### src/rtl/msi_ring_pkg.sv
package msi_ring_pkg;

   // register word offsets
   localparam int RA_CTRL    = 0;
   localparam int RA_STATUS  = 1;
   localparam int RA_DROPS   = 2;
   localparam int RA_BASE_HI = 3;
   localparam int RA_BASE_LO = 4;
   localparam int RA_CONS    = 5;
   localparam int RA_PROD    = 6;

   // control bit positions
   localparam int CB_EN      = 0;
   localparam int CB_FULL_EN = 1;
   localparam int CB_IRQ_EN  = 3;
   localparam int CB_STOP    = 4;
   localparam int CB_SIZE_LO = 8;

   localparam int REG_DW = 32;

   typedef struct packed {
      logic stop;
      logic irq_en;
      logic full_en;
      logic en;
   } ring_flags_t;

endpackage

### src/rtl/msi_ring_regs.sv
module msi_ring_regs
   import msi_ring_pkg::*;
#(
   parameter int REG_AW      = 3,
   parameter int OFF_W       = 18,
   parameter int SIZE_W      = 2,
   parameter int MIN_SHIFT   = 15,
   parameter int ENTRY_BYTES = 16,
   parameter int ADDR_W      = 64,
   parameter int DROP_W      = 16
) (
   input  logic                clk,
   input  logic                rst_n,
   input  logic                reg_wr,
   input  logic [REG_AW-1:0]   reg_addr,
   input  logic [REG_DW-1:0]   reg_wdata,
   output logic [REG_DW-1:0]   reg_rdata,
   input  logic [OFF_W-1:0]    prod_off,
   input  logic                full_set,
   input  logic [DROP_W-1:0]   drop_cnt,
   output ring_flags_t         flags,
   output logic [SIZE_W-1:0]   size_sel,
   output logic [OFF_W-1:0]    off_mask,
   output logic [ADDR_W-1:0]   base_addr,
   output logic [OFF_W-1:0]    cons_off
);

   localparam int ALIGN = $clog2(ENTRY_BYTES);

   ring_flags_t         flags_q;
   logic [SIZE_W-1:0]   size_q;
   logic [REG_DW-1:0]   base_hi_q;
   logic [REG_DW-1:0]   base_lo_q;
   logic [OFF_W-1:0]    cons_q;
   logic                full_q;
   logic [REG_DW-1:0]   ctrl_view;

   function automatic logic hit(input logic [REG_AW-1:0] a, input int idx);
      return a == REG_AW'(idx);
   endfunction

   always_ff @(posedge clk or negedge rst_n) begin
      if (!rst_n) begin
         flags_q   <= '0;
         size_q    <= '0;
         base_hi_q <= '0;
         base_lo_q <= '0;
         cons_q    <= '0;
      end else if (reg_wr) begin
         if (hit(reg_addr, RA_CTRL)) begin
            flags_q.en      <= reg_wdata[CB_EN];
            flags_q.full_en <= reg_wdata[CB_FULL_EN];
            flags_q.irq_en  <= reg_wdata[CB_IRQ_EN];
            flags_q.stop    <= reg_wdata[CB_STOP];
            size_q          <= reg_wdata[CB_SIZE_LO +: SIZE_W];
         end
         if (hit(reg_addr, RA_BASE_HI)) base_hi_q <= reg_wdata;
         if (hit(reg_addr, RA_BASE_LO)) base_lo_q <= reg_wdata;
         if (hit(reg_addr, RA_CONS)) begin
            cons_q <= {reg_wdata[OFF_W-1:ALIGN], {ALIGN{1'b0}}};
         end
      end
   end

   // sticky full indication, write-one-to-clear
   always_ff @(posedge clk or negedge rst_n) begin
      if (!rst_n) begin
         full_q <= 1'b0;
      end else if (full_set) begin
         full_q <= 1'b1;
      end else if (reg_wr && hit(reg_addr, RA_STATUS) && reg_wdata[0]) begin
         full_q <= 1'b0;
      end
   end

   always_comb begin
      off_mask = OFF_W'((64'd1 << (MIN_SHIFT + int'(size_q))) - 64'd1);
      off_mask[ALIGN-1:0] = '0;
   end

   always_comb begin
      ctrl_view = '0;
      ctrl_view[CB_EN]      = flags_q.en;
      ctrl_view[CB_FULL_EN] = flags_q.full_en;
      ctrl_view[CB_IRQ_EN]  = flags_q.irq_en;
      ctrl_view[CB_STOP]    = flags_q.stop;
      ctrl_view[CB_SIZE_LO +: SIZE_W] = size_q;
   end

   assign cons_off  = cons_q & off_mask;
   assign flags     = flags_q;
   assign size_sel  = size_q;
   assign base_addr = ADDR_W'({base_hi_q, base_lo_q});

   always_comb begin
      reg_rdata = '0;
      case (int'(reg_addr))
         RA_CTRL:    reg_rdata = ctrl_view;
         RA_STATUS:  reg_rdata = REG_DW'(full_q);
         RA_DROPS:   reg_rdata = REG_DW'(drop_cnt);
         RA_BASE_HI: reg_rdata = base_hi_q;
         RA_BASE_LO: reg_rdata = base_lo_q;
         RA_CONS:    reg_rdata = REG_DW'(cons_off);
         RA_PROD:    reg_rdata = REG_DW'(prod_off);
         default:    reg_rdata = '0;
      endcase
   end

endmodule

### src/rtl/msi_ring_ptr.sv
module msi_ring_ptr
   import msi_ring_pkg::*;
#(
   parameter int OFF_W       = 18,
   parameter int ENTRY_BYTES = 16,
   parameter int DROP_W      = 16,
   parameter bit DROP_SAT    = 1'b1
) (
   input  logic               clk,
   input  logic               rst_n,
   input  ring_flags_t        flags,
   input  logic [OFF_W-1:0]   off_mask,
   input  logic [OFF_W-1:0]   cons_off,
   input  logic               msg_valid,
   input  logic               busy,
   input  logic               wr_done,
   output logic               msg_ready,
   output logic               load,
   output logic [OFF_W-1:0]   prod_off,
   output logic               full_set,
   output logic [DROP_W-1:0]  drop_cnt,
   output logic               irq
);

   logic [OFF_W-1:0] prod_q;
   logic [OFF_W-1:0] prod_nxt;
   logic             full;
   logic             take;
   logic             drop;

   assign prod_off = prod_q & off_mask;
   assign prod_nxt = (prod_off + OFF_W'(ENTRY_BYTES)) & off_mask;
   assign full     = (prod_nxt == cons_off);

   assign msg_ready = !flags.en || (!busy && !(full && flags.stop));
   assign take      = msg_valid && msg_ready && flags.en;
   assign load      = take && !full;
   assign drop      = take && full;
   assign full_set  = full && flags.full_en;
   assign irq       = flags.irq_en && (prod_off != cons_off);

   always_ff @(posedge clk or negedge rst_n) begin
      if (!rst_n) begin
         prod_q <= '0;
      end else if (wr_done) begin
         prod_q <= prod_nxt;
      end
   end

   logic [DROP_W-1:0] drop_q;

   generate
      if (DROP_SAT) begin : g_drop_sat
         always_ff @(posedge clk or negedge rst_n) begin
            if (!rst_n) begin
               drop_q <= '0;
            end else if (drop && (drop_q != {DROP_W{1'b1}})) begin
               drop_q <= drop_q + 1'b1;
            end
         end
      end else begin : g_drop_wrap
         always_ff @(posedge clk or negedge rst_n) begin
            if (!rst_n) begin
               drop_q <= '0;
            end else if (drop) begin
               drop_q <= drop_q + 1'b1;
            end
         end
      end
   endgenerate

   assign drop_cnt = drop_q;

endmodule

### src/rtl/msi_ring_wr.sv
module msi_ring_wr #(
   parameter int OFF_W   = 18,
   parameter int ADDR_W  = 64,
   parameter int ENTRY_W = 128,
   parameter int MSG_W   = 32,
   parameter int IRQ_W   = 16
) (
   input  logic               clk,
   input  logic               rst_n,
   input  logic               load,
   input  logic [ADDR_W-1:0]  base_addr,
   input  logic [OFF_W-1:0]   prod_off,
   input  logic [MSG_W-1:0]   msg_data,
   input  logic               mem_ready,
   output logic               mem_valid,
   output logic [ADDR_W-1:0]  mem_addr,
   output logic [ENTRY_W-1:0] mem_data,
   output logic               busy,
   output logic               wr_done
);

   logic               valid_q;
   logic [ADDR_W-1:0]  addr_q;
   logic [ENTRY_W-1:0] data_q;

   always_ff @(posedge clk or negedge rst_n) begin
      if (!rst_n) begin
         valid_q <= 1'b0;
         addr_q  <= '0;
         data_q  <= '0;
      end else if (load) begin
         valid_q <= 1'b1;
         addr_q  <= base_addr + ADDR_W'(prod_off);
         data_q  <= ENTRY_W'(msg_data[IRQ_W-1:0]);
      end else if (valid_q && mem_ready) begin
         valid_q <= 1'b0;
      end
   end

   assign mem_valid = valid_q;
   assign mem_addr  = addr_q;
   assign mem_data  = data_q;
   assign busy      = valid_q;
   assign wr_done   = valid_q && mem_ready;

endmodule

### src/rtl/msi_ring_ctrl.sv
module msi_ring_ctrl
   import msi_ring_pkg::*;
#(
   parameter int REG_AW      = 3,
   parameter int ADDR_W      = 64,
   parameter int MSG_W       = 32,
   parameter int IRQ_W       = 16,
   parameter int ENTRY_BYTES = 16,
   parameter int MIN_SHIFT   = 15,
   parameter int SIZE_W      = 2,
   parameter int DROP_W      = 16,
   parameter bit DROP_SAT    = 1'b1
) (
   input  logic                      clk,
   input  logic                      rst_n,
   input  logic                      reg_wr,
   input  logic [REG_AW-1:0]         reg_addr,
   input  logic [31:0]               reg_wdata,
   output logic [31:0]               reg_rdata,
   input  logic                      msg_valid,
   input  logic [MSG_W-1:0]          msg_data,
   output logic                      msg_ready,
   output logic                      mem_valid,
   output logic [ADDR_W-1:0]         mem_addr,
   output logic [ENTRY_BYTES*8-1:0]  mem_data,
   input  logic                      mem_ready,
   output logic                      irq
);

   localparam int ENTRY_W = ENTRY_BYTES * 8;
   localparam int OFF_W   = MIN_SHIFT + (1 << SIZE_W) - 1;

   generate
      if (ENTRY_BYTES < 4 || (ENTRY_BYTES & (ENTRY_BYTES - 1)) != 0) begin : g_bad_entry
         $error("ENTRY_BYTES must be a power of two of at least 4");
      end
      if (IRQ_W > MSG_W || IRQ_W > ENTRY_W) begin : g_bad_irq
         $error("IRQ_W must fit both the message and the record");
      end
      if (ADDR_W > 64 || ADDR_W < OFF_W) begin : g_bad_addr
         $error("ADDR_W must lie between OFF_W and 64");
      end
      if (OFF_W > REG_DW || DROP_W > REG_DW) begin : g_bad_reg
         $error("offset and counter must fit one register");
      end
      if (CB_SIZE_LO + SIZE_W > REG_DW || REG_AW < 3) begin : g_bad_map
         $error("register map does not fit");
      end
   endgenerate

   ring_flags_t         flags;
   logic [SIZE_W-1:0]   size_sel;
   logic [OFF_W-1:0]    off_mask;
   logic [ADDR_W-1:0]   base_addr;
   logic [OFF_W-1:0]    cons_off;
   logic [OFF_W-1:0]    prod_off;
   logic                full_set;
   logic [DROP_W-1:0]   drop_cnt;
   logic                load;
   logic                busy;
   logic                wr_done;

   msi_ring_regs #(
      .REG_AW(REG_AW), .OFF_W(OFF_W), .SIZE_W(SIZE_W), .MIN_SHIFT(MIN_SHIFT),
      .ENTRY_BYTES(ENTRY_BYTES), .ADDR_W(ADDR_W), .DROP_W(DROP_W)
   ) u_regs (
      .clk(clk), .rst_n(rst_n),
      .reg_wr(reg_wr), .reg_addr(reg_addr), .reg_wdata(reg_wdata), .reg_rdata(reg_rdata),
      .prod_off(prod_off), .full_set(full_set), .drop_cnt(drop_cnt),
      .flags(flags), .size_sel(size_sel), .off_mask(off_mask),
      .base_addr(base_addr), .cons_off(cons_off)
   );

   msi_ring_ptr #(
      .OFF_W(OFF_W), .ENTRY_BYTES(ENTRY_BYTES), .DROP_W(DROP_W), .DROP_SAT(DROP_SAT)
   ) u_ptr (
      .clk(clk), .rst_n(rst_n),
      .flags(flags), .off_mask(off_mask), .cons_off(cons_off),
      .msg_valid(msg_valid), .busy(busy), .wr_done(wr_done),
      .msg_ready(msg_ready), .load(load), .prod_off(prod_off),
      .full_set(full_set), .drop_cnt(drop_cnt), .irq(irq)
   );

   msi_ring_wr #(
      .OFF_W(OFF_W), .ADDR_W(ADDR_W), .ENTRY_W(ENTRY_W), .MSG_W(MSG_W), .IRQ_W(IRQ_W)
   ) u_wr (
      .clk(clk), .rst_n(rst_n),
      .load(load), .base_addr(base_addr), .prod_off(prod_off), .msg_data(msg_data),
      .mem_ready(mem_ready), .mem_valid(mem_valid), .mem_addr(mem_addr),
      .mem_data(mem_data), .busy(busy), .wr_done(wr_done)
   );

endmodule

### config.mk
export PLATFORM = sky130hd
export DESIGN_NAME = msi_ring_ctrl
export DESIGN_NICKNAME = d
export VERILOG_FILES = /design/src/rtl/msi_ring_pkg.sv /design/src/rtl/msi_ring_regs.sv /design/src/rtl/msi_ring_ptr.sv /design/src/rtl/msi_ring_wr.sv /design/src/rtl/msi_ring_ctrl.sv
export SDC_FILE = /design/constraint.sdc
export NUM_CORES = 1
export LEC_CHECK = 0
export BUFFER_PORTS_ARGS = -buffer_cell sky130_fd_sc_hd__buf_2
export CORE_MARGIN = 10
export CORE_UTILIZATION = 60
export DETAILED_ROUTE_END_ITERATION = 16
export PLACE_DENSITY = 0.95
export SYNTH_ARGS = -nofsm -noshare
export SYNTH_HDL_FRONTEND = slang
export SYNTH_HIERARCHICAL = 1
export SYNTH_SLANG_ARGS = --single-unit
### constraint.sdc
create_clock -name clk -period 9.3 [get_ports clk]
set_clock_uncertainty 0.1 [all_clocks]
set_input_delay 0.465 -clock clk [delete_from_list [all_inputs] [get_ports clk]]
set_output_delay 0.465 -clock clk [all_outputs]
set_load 0.01 [all_outputs]
---- Yosys cells after proc, flatten, opt, wreduce, memory -nomap -nowiden ----
Index checks and enable logic that the tools add are counted.
word-level totals
  logic and storage cells ................. 61
  flip-flop bits (word level) ............. 200
  output and inout bits ................... 227
operators by class
  mux-type cells .......................... 5
  shift operators ......................... 1
  reduce and logical (&&, ||, !) cells .... 24
  bitwise operators ....................... 3
  $add $sub $neg .......................... 5
  equal/unequal tests ..................... 9
operator list
  kind                   number
  $pmux 32 s7            1
  $add 64x18->64         1
  $and 18x18->18         3
  $shl 1x32->18 const A  1
  $add 18x5->18 const B  1
  $eq 18x18->1           1
  $ne 18x18->1           1
  $sub 18x1->18 const B  1
  $add 16x1->16 const B  1
  $ne 16x16->1 const B   1
  $logic_and 1x1->1      12
  $eq 3x3->1 const B     3
  $reduce_and 2->1       4
  $eq 3x2->1 const B     2
  $add 4x2->5 const A    1
  $logic_not 1->1        4
  $mux 1                 4
  $reduce_bool 2->1      2
  $eq 3x1->1 const B     1
  $logic_not 3->1        1
  $logic_or 1x1->1       1

---- Longest topological paths before layout ----
Gate-level depths: netlist (run 1).
  word-level depth ........................ 15
  mapped depth ............................ 16

---- Modules after synthesis ----
Netlist (run 1), hierarchy kept.
modules (own cells, without submodules)
  module         cells each  area each (µm²)  seq. area each (µm²)  times used
  msi_ring_wr    615         5859.4           2026.9                1
  msi_ring_regs  343         4470.5           2127.0                1
  msi_ring_ptr   293         2598.7           850.8                 1

---- Least setup slack after synthesis (run 1) ----
OpenSTA, ideal clock, no wires.
  kind .................................... register to register
  start ................................... register u_ptr.prod_q[4]
  end ..................................... register u_wr.data_q[0], in the netlist u_wr/mem_data[0]
  setup time .............................. 0.125 ns
  slack ................................... 4.974 ns
  path buffers ............................ 2
  arrival time ............................ 4.101 ns
  stages on the path, launching flop included .. 15
  required time ........................... 9.075 ns
  path through ............................ dfrtp_1 nand2_1 inv_1 ha_1 nand3_2 or4_4 or4_4 mux2i_1 xor2_1 or4_4 nor4b_4 nor2_1 clkbuf_1 clkbuf_1 mux2_2
on the way
  cells in the longest elaborated chain, start to end .. 11
  elaborated cells on any way between the ends .. 12
  classes of those cells .................. 1 x add/sub; 1 x eq/ne; 2 x bitwise; 8 x reduce/logical
RTL lines
  what                             line                 RTL
  start: declaration               msi_ring_ptr.sv:25   logic [OFF_W-1:0] prod_q;
  start signal: assignment         msi_ring_ptr.sv:46   prod_q <= prod_nxt;
  $and 18x18->18 (*)               msi_ring_ptr.sv:31   assign prod_off = prod_q & off_mask;
  via prod_off[4]                  msi_ring_ctrl.sv:56  logic [OFF_W-1:0] prod_off;
  $add 18x5->18 (*)                msi_ring_ptr.sv:32   assign prod_nxt = (prod_off + OFF_W'(ENTRY_BYTES)) & off_mask;
  $and 18x18->18 (*)               msi_ring_ptr.sv:32
  $eq 18x18->1 (*)                 msi_ring_ptr.sv:33   assign full = (prod_nxt == cons_off);
  $logic_and 1x1->1                msi_ring_ptr.sv:35   assign msg_ready = !flags.en || (!busy && !(full && flags.stop));
  $logic_not 1->1                  msi_ring_ptr.sv:35
  $logic_and 1x1->1                msi_ring_ptr.sv:35
  $logic_or 1x1->1                 msi_ring_ptr.sv:35
  $logic_and 1x1->1 (2 in series)  msi_ring_ptr.sv:36   assign take = msg_valid && msg_ready && flags.en;
  $logic_and 1x1->1 (*)            msi_ring_ptr.sv:37   assign load = take && !full;
  via load                         msi_ring_ctrl.sv:59  logic load;
  end signal: assignment           msi_ring_wr.sv:34    data_q <= ENTRY_W'(msg_data[IRQ_W-1:0]);
  end: declaration                 msi_ring_wr.sv:24    logic [ENTRY_W-1:0] data_q;
Mark *: on every way through the listed nets, which the timed path passes. The rest lies on a longest branch.
A chain may end at the register's enable or synchronous reset.

---- Worst setup path in the final report (run 1) ----
  start ................................... register u_ptr.prod_q[4]
  end ..................................... register u_wr.addr_q[25], in the netlist u_wr/mem_addr[25]
on the way
  cells in the longest elaborated chain, start to end .. 11
  elaborated cells on any way between the ends .. 13
  classes of those cells .................. 2 x add/sub; 1 x eq/ne; 2 x bitwise; 8 x reduce/logical
RTL lines
  what                             line                 RTL
  $and 18x18->18 (*)               msi_ring_ptr.sv:31
  via prod_off[4]                  msi_ring_ctrl.sv:56
  $add 18x5->18 (*)                msi_ring_ptr.sv:32
  $and 18x18->18 (*)               msi_ring_ptr.sv:32
  $eq 18x18->1 (*)                 msi_ring_ptr.sv:33
  $logic_and 1x1->1                msi_ring_ptr.sv:35
  $logic_not 1->1                  msi_ring_ptr.sv:35
  $logic_and 1x1->1                msi_ring_ptr.sv:35
  $logic_or 1x1->1                 msi_ring_ptr.sv:35
  $logic_and 1x1->1 (2 in series)  msi_ring_ptr.sv:36
  $logic_and 1x1->1 (*)            msi_ring_ptr.sv:37
  via load                         msi_ring_ctrl.sv:59
  end signal: assignment           msi_ring_wr.sv:33    addr_q <= base_addr + ADDR_W'(prod_off);
  end: declaration                 msi_ring_wr.sv:23    logic [ADDR_W-1:0] addr_q;
Marked as above.

==> results of run 1 <==
## per-stage QoR
stage	utilization	setup slack (ps)
6_report	0.6584	3800
5_1_grt	0.6582	3492
4_1_cts	0.6579	3889
3_5_place_dp	0.6305	3949
3_3_place_gp	0.6305	4090
2_1_floorplan	-	4974
## synthesized netlist by cell type, types with 20 or more instances
| master | instances | area share |
|---|---|---|
| nor2_1 | 76 | 0.022 |
| nand4_1 | 28 | 0.014 |
| ha_1 | 20 | 0.019 |
| nand3_1 | 31 | 0.012 |
| mux2i_1 | 26 | 0.020 |
| dfrtp_1 | 200 | 0.39 |
| xnor2_1 | 78 | 0.053 |
| inv_1 | 30 | 0.0087 |
| a21oi_1 | 74 | 0.029 |
| a22o_1 | 23 | 0.016 |
| mux2_4 | 30 | 0.035 |
| clkbuf_1 | 38 | 0.011 |
| mux2_2 | 82 | 0.071 |
| buf_4 | 146 | 0.085 |
| xor2_1 | 23 | 0.016 |
| nand2_1 | 66 | 0.019 |
| o21ai_0 | 21 | 0.0081 |
## metal layers
layer  wire length, um  up-vias  global-route usage  share of wire
met5                 0        -                   0              0
met4              1489        0              0.1092          0.040
met3              4108      124             0.07978           0.11
met2             18160      707              0.4252           0.49
met1             13460     4933              0.2956           0.36
li1                  -     4402                   -              -
## power breakdown
part           internal (uW)  leakage (uW)  switching (uW)
clock                    385      0.000282             356
combinational            465       0.00370             586
sequential              1130       0.00241             242
total                   1980       0.00639            1180
## path summary, 6_finish.rpt
path | cells past startpoint | end | startpoint
max | 15 | u_wr/mem_addr[25] | u_ptr/prod_q[4]
min | 1 | u_wr/mem_addr[18] | rst_n
max reg2reg | 15 | u_wr/mem_addr[25] | u_ptr/prod_q[4]
min reg2reg | 1 | u_ptr/prod_q[1] | u_ptr/prod_q[1]
max in group asynchronous | 2 | u_wr/mem_addr[43] | rst_n
min in group clk | 2 | u_wr/mem_data[10] | msg_data[10]
## kinds of logic after synthesis
logic type,count (synthesis),synth area share
fa+ha+maj,21,0.02090
xor+xnor,101,0.06842
simple gates,324,0.1398
buf+inv,236,0.1153
flops,200,0.3871
mux,150,0.1377
compound gates,216,0.1299
other cells,3,0.0008709
## layout make-up
class | instances | area (sq um)
diodes | 4 | 10.01
clock buffers | 19 | 442.9
clock inverters | 13 | 135.1
fillers | 1516 | 7204
inverters | 31 | 116.4
multi-input cells | 943 | 6933
flip-flops and latches | 200 | 5005
well taps | 275 | 344.1
repair buffers | 175 | 897.1
## sequential cells by signal, indices dropped and copies added, names as in the netlist
signal	flops
u_regs/flags	4
u_wr/mem_addr	64
u_regs/base_hi_q	32
u_regs/base_lo_q	32
u_regs/full_q	1
u_wr/busy	1
u_regs/cons_q	14
u_regs/size_sel	2
u_ptr/drop_cnt	16
u_wr/mem_data	16
u_ptr/prod_q	18
## worst max-delay path, cell delays in order (launching register included)
cell and delay [ps]:
dfrtp_1 370, nand2_1 270, inv_1 290, ha_1 260, nand3_2 190, or4_4 590, or4_4 530, mux2i_1 190
xor2_1 170, or4_4 190, nor4b_4 80, nor2_4 690, buf_4 870, nand2_1 190, mux2_2 320, o221ai_1 70
==> impl_metrics.csv, run 1 <==
group,metric,value,unit
status,outcome,"complete, no violations",
clocking,cts_tree,"built",
finish,drive_gt1_frac,0.2650,
floorplanning,start_util,0.6131,
pwr,power.total,3167,uW
finish,num-nets-final,1461,
placement,io_buffers,170,
finish,final_cells,1660,
critical_path,rrSetupSlack,3800,ps
timing,worst_slew_pin_slew,1200,ps
timing,setup-tns-final,0,ps
grt,grt_max_degree,132,
route,antenna_left,0,
critical_path,endpoint_kind,"flop",
job,cap_violations,0,
finish,final_common_cell,"dfrtp_1",
synth,yosysWarnings,6,
placement,place.gp.congestion,0.9376,
route,drt-initial-drc-count,1456,
timing,layout_worst_path_cycle_share,0.5914,
floorplanning,core,21090,sq um
placement,dp_hpwl,27.02,mm
timing,rsz0062_at_grt,"false",
synth,synth-main-ff-cell,"dfrtp_1",
finish,final_cell_mix,"dfrtp_1, buf_2, conb_1, mux2_2, xnor2_1",
clocking,clk_pin_slew,80,ps
route,finalWirelength,37.22,mm
grt,first_global_vias,10240,
pwr,peakVddDrop,0.0001548,V
synth,synth.distinct_cells,83,
clocking,postCtsSetupBuffers,0,
route,route.detailed.drc,0,
synth,ys_ff_latch,200,
critical_path,crit_type,"reg2reg",
critical_path,worstPathArrival,5740,ps
clocking,cts_resized,0,
floorplanning,num_rows,53,
route,wl_per_cell,22.42,um
timing,fin_crit,5500,ps
route,drt_pass1_iterations,5,
placement,place_area,13300,sq um
floorplanning,fp.dieW,166.8,um
critical_path,worst-path-max-fanout,89,
synth,netlist_area,12930,sq um
clocking,hold_buffers,0,
pwr,p_leak,0.006394,uW
floorplanning,die_area,27820,sq um
grt,grt_remaining_overflow,0,
synth,async_flop_share,1.000,
timing,finalHoldViolCount,0,
timing,fmax,0.1818,GHz
synth,syn_area_per_cell,10.33,sq um
clocking,clk_path_buf_depth,2,
timing,setup_viol,0,
finish,area_delta_synth_final,7.384,%
placement,numPlacedInstances,1624,
timing,hold_ws,89.61,ps
synth,synth-edff-count,0,
pwr,power_per_cell_area,228.1,nW/um^2
clocking,clock_tree.root_cell,"clkbuf_16",
route,routed_via_density,6.124,
grt,grt_pass1_wl,57.36,mm
hold_path,hold_path_class,"in2async",
floorplanning,ios,299,
timing,relSlewSlack,0.1984,
finish,final_area,13880,sq um
synth,syn-instance-count,1251,
route,vias,10170,
critical_path,startpoint_type,"flop",
grt,antenna_found_initial,4,
timing,slew_violations,0,
clocking,cts_max_level,4,
grt,grtUsageTotal,0.2544,
clocking,numCtsBuffers,17,
clocking,clock-sinks,200,
critical_path,required,9540,ps
floorplanning,fp.dieH,166.8,um
clocking,insertion_delay,440,ps
synth,seq_area_frac_synth,0.3871,
No activity file was read; power rests on OpenSTA's default activity.
==> run 2, diff against run 1 <==
Settings changed: ABC_AREA set to 1, CORE_UTILIZATION 60 to 51, PLACE_DENSITY 0.95 to 0.9.
Clock period 9.3 ns to 4.5 ns, I/O delays scaled along.
==> impl_metrics.csv, run 2 <==
group,metric,value,unit
timing,fmax,0.2662,GHz
pwr,power_per_cell_area,381.6,nW/um^2
timing,slew_violations,0,
grt,grt_pass1_wl,74.28,mm
critical_path,rrSetupSlack,740,ps
synth,async_flop_share,1.000,
clocking,cts_tree,"built",
grt,antenna_found_initial,2,
timing,hold_ws,25.51,ps
synth,netlist_area,14610,sq um
finish,area_delta_synth_final,10.89,%
timing,relSlewSlack,0.2754,
hold_path,hold_path_class,"in2reg",
placement,place.gp.congestion,1.035,
hold_path,hold_path_depth,3,
clocking,numCtsBuffers,17,
synth,synth_top_area_frac,0.3426,
floorplanning,ios,299,
critical_path,endpoint_kind,"flop",
placement,detailedPlace.worstSlack,860.3,ps
synth,synth-main-ff-cell,"dfrtp_1",
timing,setup-tns-final,0,ps
critical_path,required,4780,ps
critical_path,startpoint_type,"flop",
synth,yosysWarnings,6,
placement,dp_hpwl,35.88,mm
timing,layout_worst_path_cycle_share,0.8347,
floorplanning,core,28010,sq um
synth,synth.distinct_cells,52,
floorplanning,num_rows,61,
critical_path,crit_type,"reg2reg",
hold_path,hp-start,"reg_wdata[3]",
timing,setup_viol,0,
hold_path,min_to,"u_regs/base_lo_q[3]",
clocking,insertion_delay,450,ps
grt,first_global_vias,13800,
finish,multi_input_area,7751,sq um
critical_path,worst-path-max-fanout,66,
synth,syn_area_per_cell,6.787,sq um
route,wl_per_cell,17.47,um
synth,synth-edff-count,0,
finish,fillCellCount,2635,
clocking,clk_path_buf_depth,2,
timing,fin_crit,3756,ps
grt,grtUsageTotal,0.2570,
critical_path,worstReg2RegEnd,"u_wr/mem_addr[36]",
timing,fin_ws,743.8,ps
status,outcome,"complete, no violations",
grt,grt_max_degree,103,
finish,final_common_cell,"nand2_1",
route,antenna_left,0,
synth,seq_area_frac_synth,0.3426,
finish,drive_gt1_frac,0.1515,
route,route.detailed.drc,0,
pwr,peakVddDrop,0.0002051,V
route,routed_via_density,5.343,
synth,synthTopCellsByArea,"dfrtp_1, nand2_1, buf_4, inv_1, nand3_1",
route,drt-initial-drc-count,1877,
synth,yosys.area.top_type,"dfrtp_1",
route,finalWirelength,47.33,mm
finish,largest_reg_flops,64,
route,drt_pass1_iterations,6,
clocking,cts_max_level,4,
finish,regArea,5005,sq um
job,cap_violations,0,
synth,ys_ff_latch,200,
clocking,clock-sinks,200,
floorplanning,start_util,0.5215,
synth,syn-instance-count,2152,
timing,rsz0062_at_grt,"false",
route,vias,14480,
placement,io_buffers,170,
grt,grt_remaining_overflow,0,
critical_path,worstPathArrival,4040,ps
synth,yosys-top-cells-count,"nand2_1, inv_1, dfrtp_1",
floorplanning,fp.dieW,189.2,um
clocking,clock_tree.root_cell,"clkbuf_16",
timing,worst_slew_pin_slew,1083,ps
finish,final_cell_mix,"nand2_1, inv_1, dfrtp_1, buf_2, nand3_1",
floorplanning,die_area,35810,sq um
synth,yosysMostFrequentCell,"nand2_1",
timing,finalHoldViolCount,0,
critical_path,regToRegStartpoint,"u_ptr/prod_q[5]",
pwr,p_leak,0.009063,uW
floorplanning,fp.dieH,189.2,um
clocking,clk_pin_slew,80,ps
finish,num-nets-final,2410,
critical_path,r2r_cells,20,
clocking,cts_resized,0,
-- run 2: repair_timing --
item                                   4_1_cts  5_1_grt
hold buffers                                48        0
buffers inserted                             0        0
endpoints found under the hold margin      168        0
-- run 2: kinds of logic after synthesis --
| logic type | share of synthesized area |
|---|---|
| AOI/OAI and AO/OA | 0.07298 |
| xor gates and xnor gates | 0.02518 |
| adders and majority gates | 0.01850 |
| buffers and inverters | 0.1599 |
| DFF | 0.3426 |
| other | 0.0007709 |
| and+or+nand+nor | 0.3800 |
-- run 2: worst max-delay path, cell delays in order, from the launching register on --
cell and delay, ps:
dfrtp_1 380, nand2_2 100, inv_1 170, ha_1 220, inv_1 50, nor2_1 150, nand3_1 210, inv_1 120
nand4_1 120, nand3_1 130, nand2_1 60, nand2_1 60, nor2_1 40, nand2_1 120, nor2_4 60, nand2_1 50
nand2_1 70, nor3_2 290, buf_4 640, nand3_1 360, nand2_1 140
-- run 2: where the power goes --
part	total [uW]	internal (uW)	switching, uW
sequential	2740	2270	472
combinational	1880	686	1190
clock	1560	761	802
total	6180	3720	2460
-- run 2: worst max path at each step --
stage	start	end	slack [ps]
6_report	u_ptr/prod_q[5]	u_wr/mem_addr[36]	740
5_1_grt	u_ptr/prod_q[5]	u_wr/mem_addr[36]	520
4_1_cts	u_ptr/prod_q[5]	u_wr/mem_addr[36]	810
3_5_place_dp	u_ptr/prod_q[5]	u_wr/mem_addr[36]	860
3_3_place_gp	u_ptr/prod_q[5]	u_wr/mem_addr[36]	960
2_1_floorplan	u_ptr/prod_q[5]	u_wr/busy	1630
-- run 2: cell type report --
class	count	share of cell area
clock inverters	14	0.009347
repair buffers	224	0.08706
clock buffers	18	0.02711
flip-flops and latches	200	0.3090
diodes	1	0.0001545
inverters	257	0.05956
multi-input cells	1617	0.4786
well taps	378	0.02920
-- run 2: per-layer routing --
layer | vias up | GRT usage | routed length (um)
li1 | 6811 | - | -
met1 | 6716 | 0.3394 | 19750
met2 | 851 | 0.4019 | 20970
met3 | 95 | 0.06468 | 5140
met4 | 2 | 0.08730 | 1455
met5 | - | 0 | 8
-- run 2: stage by stage --
stage	total power [uW]	cell area, sq um	utilization	cells
4_1_cts	6181	16190	0.5781	2708
3_3_place_gp	4521	15120	0.5399	2628
2_1_floorplan	3800	15090	-	2280
3_5_place_dp	4580	15120	0.5399	2628
5_1_grt	6563	16200	0.5782	2709
6_report	6180	16200	0.5782	2709
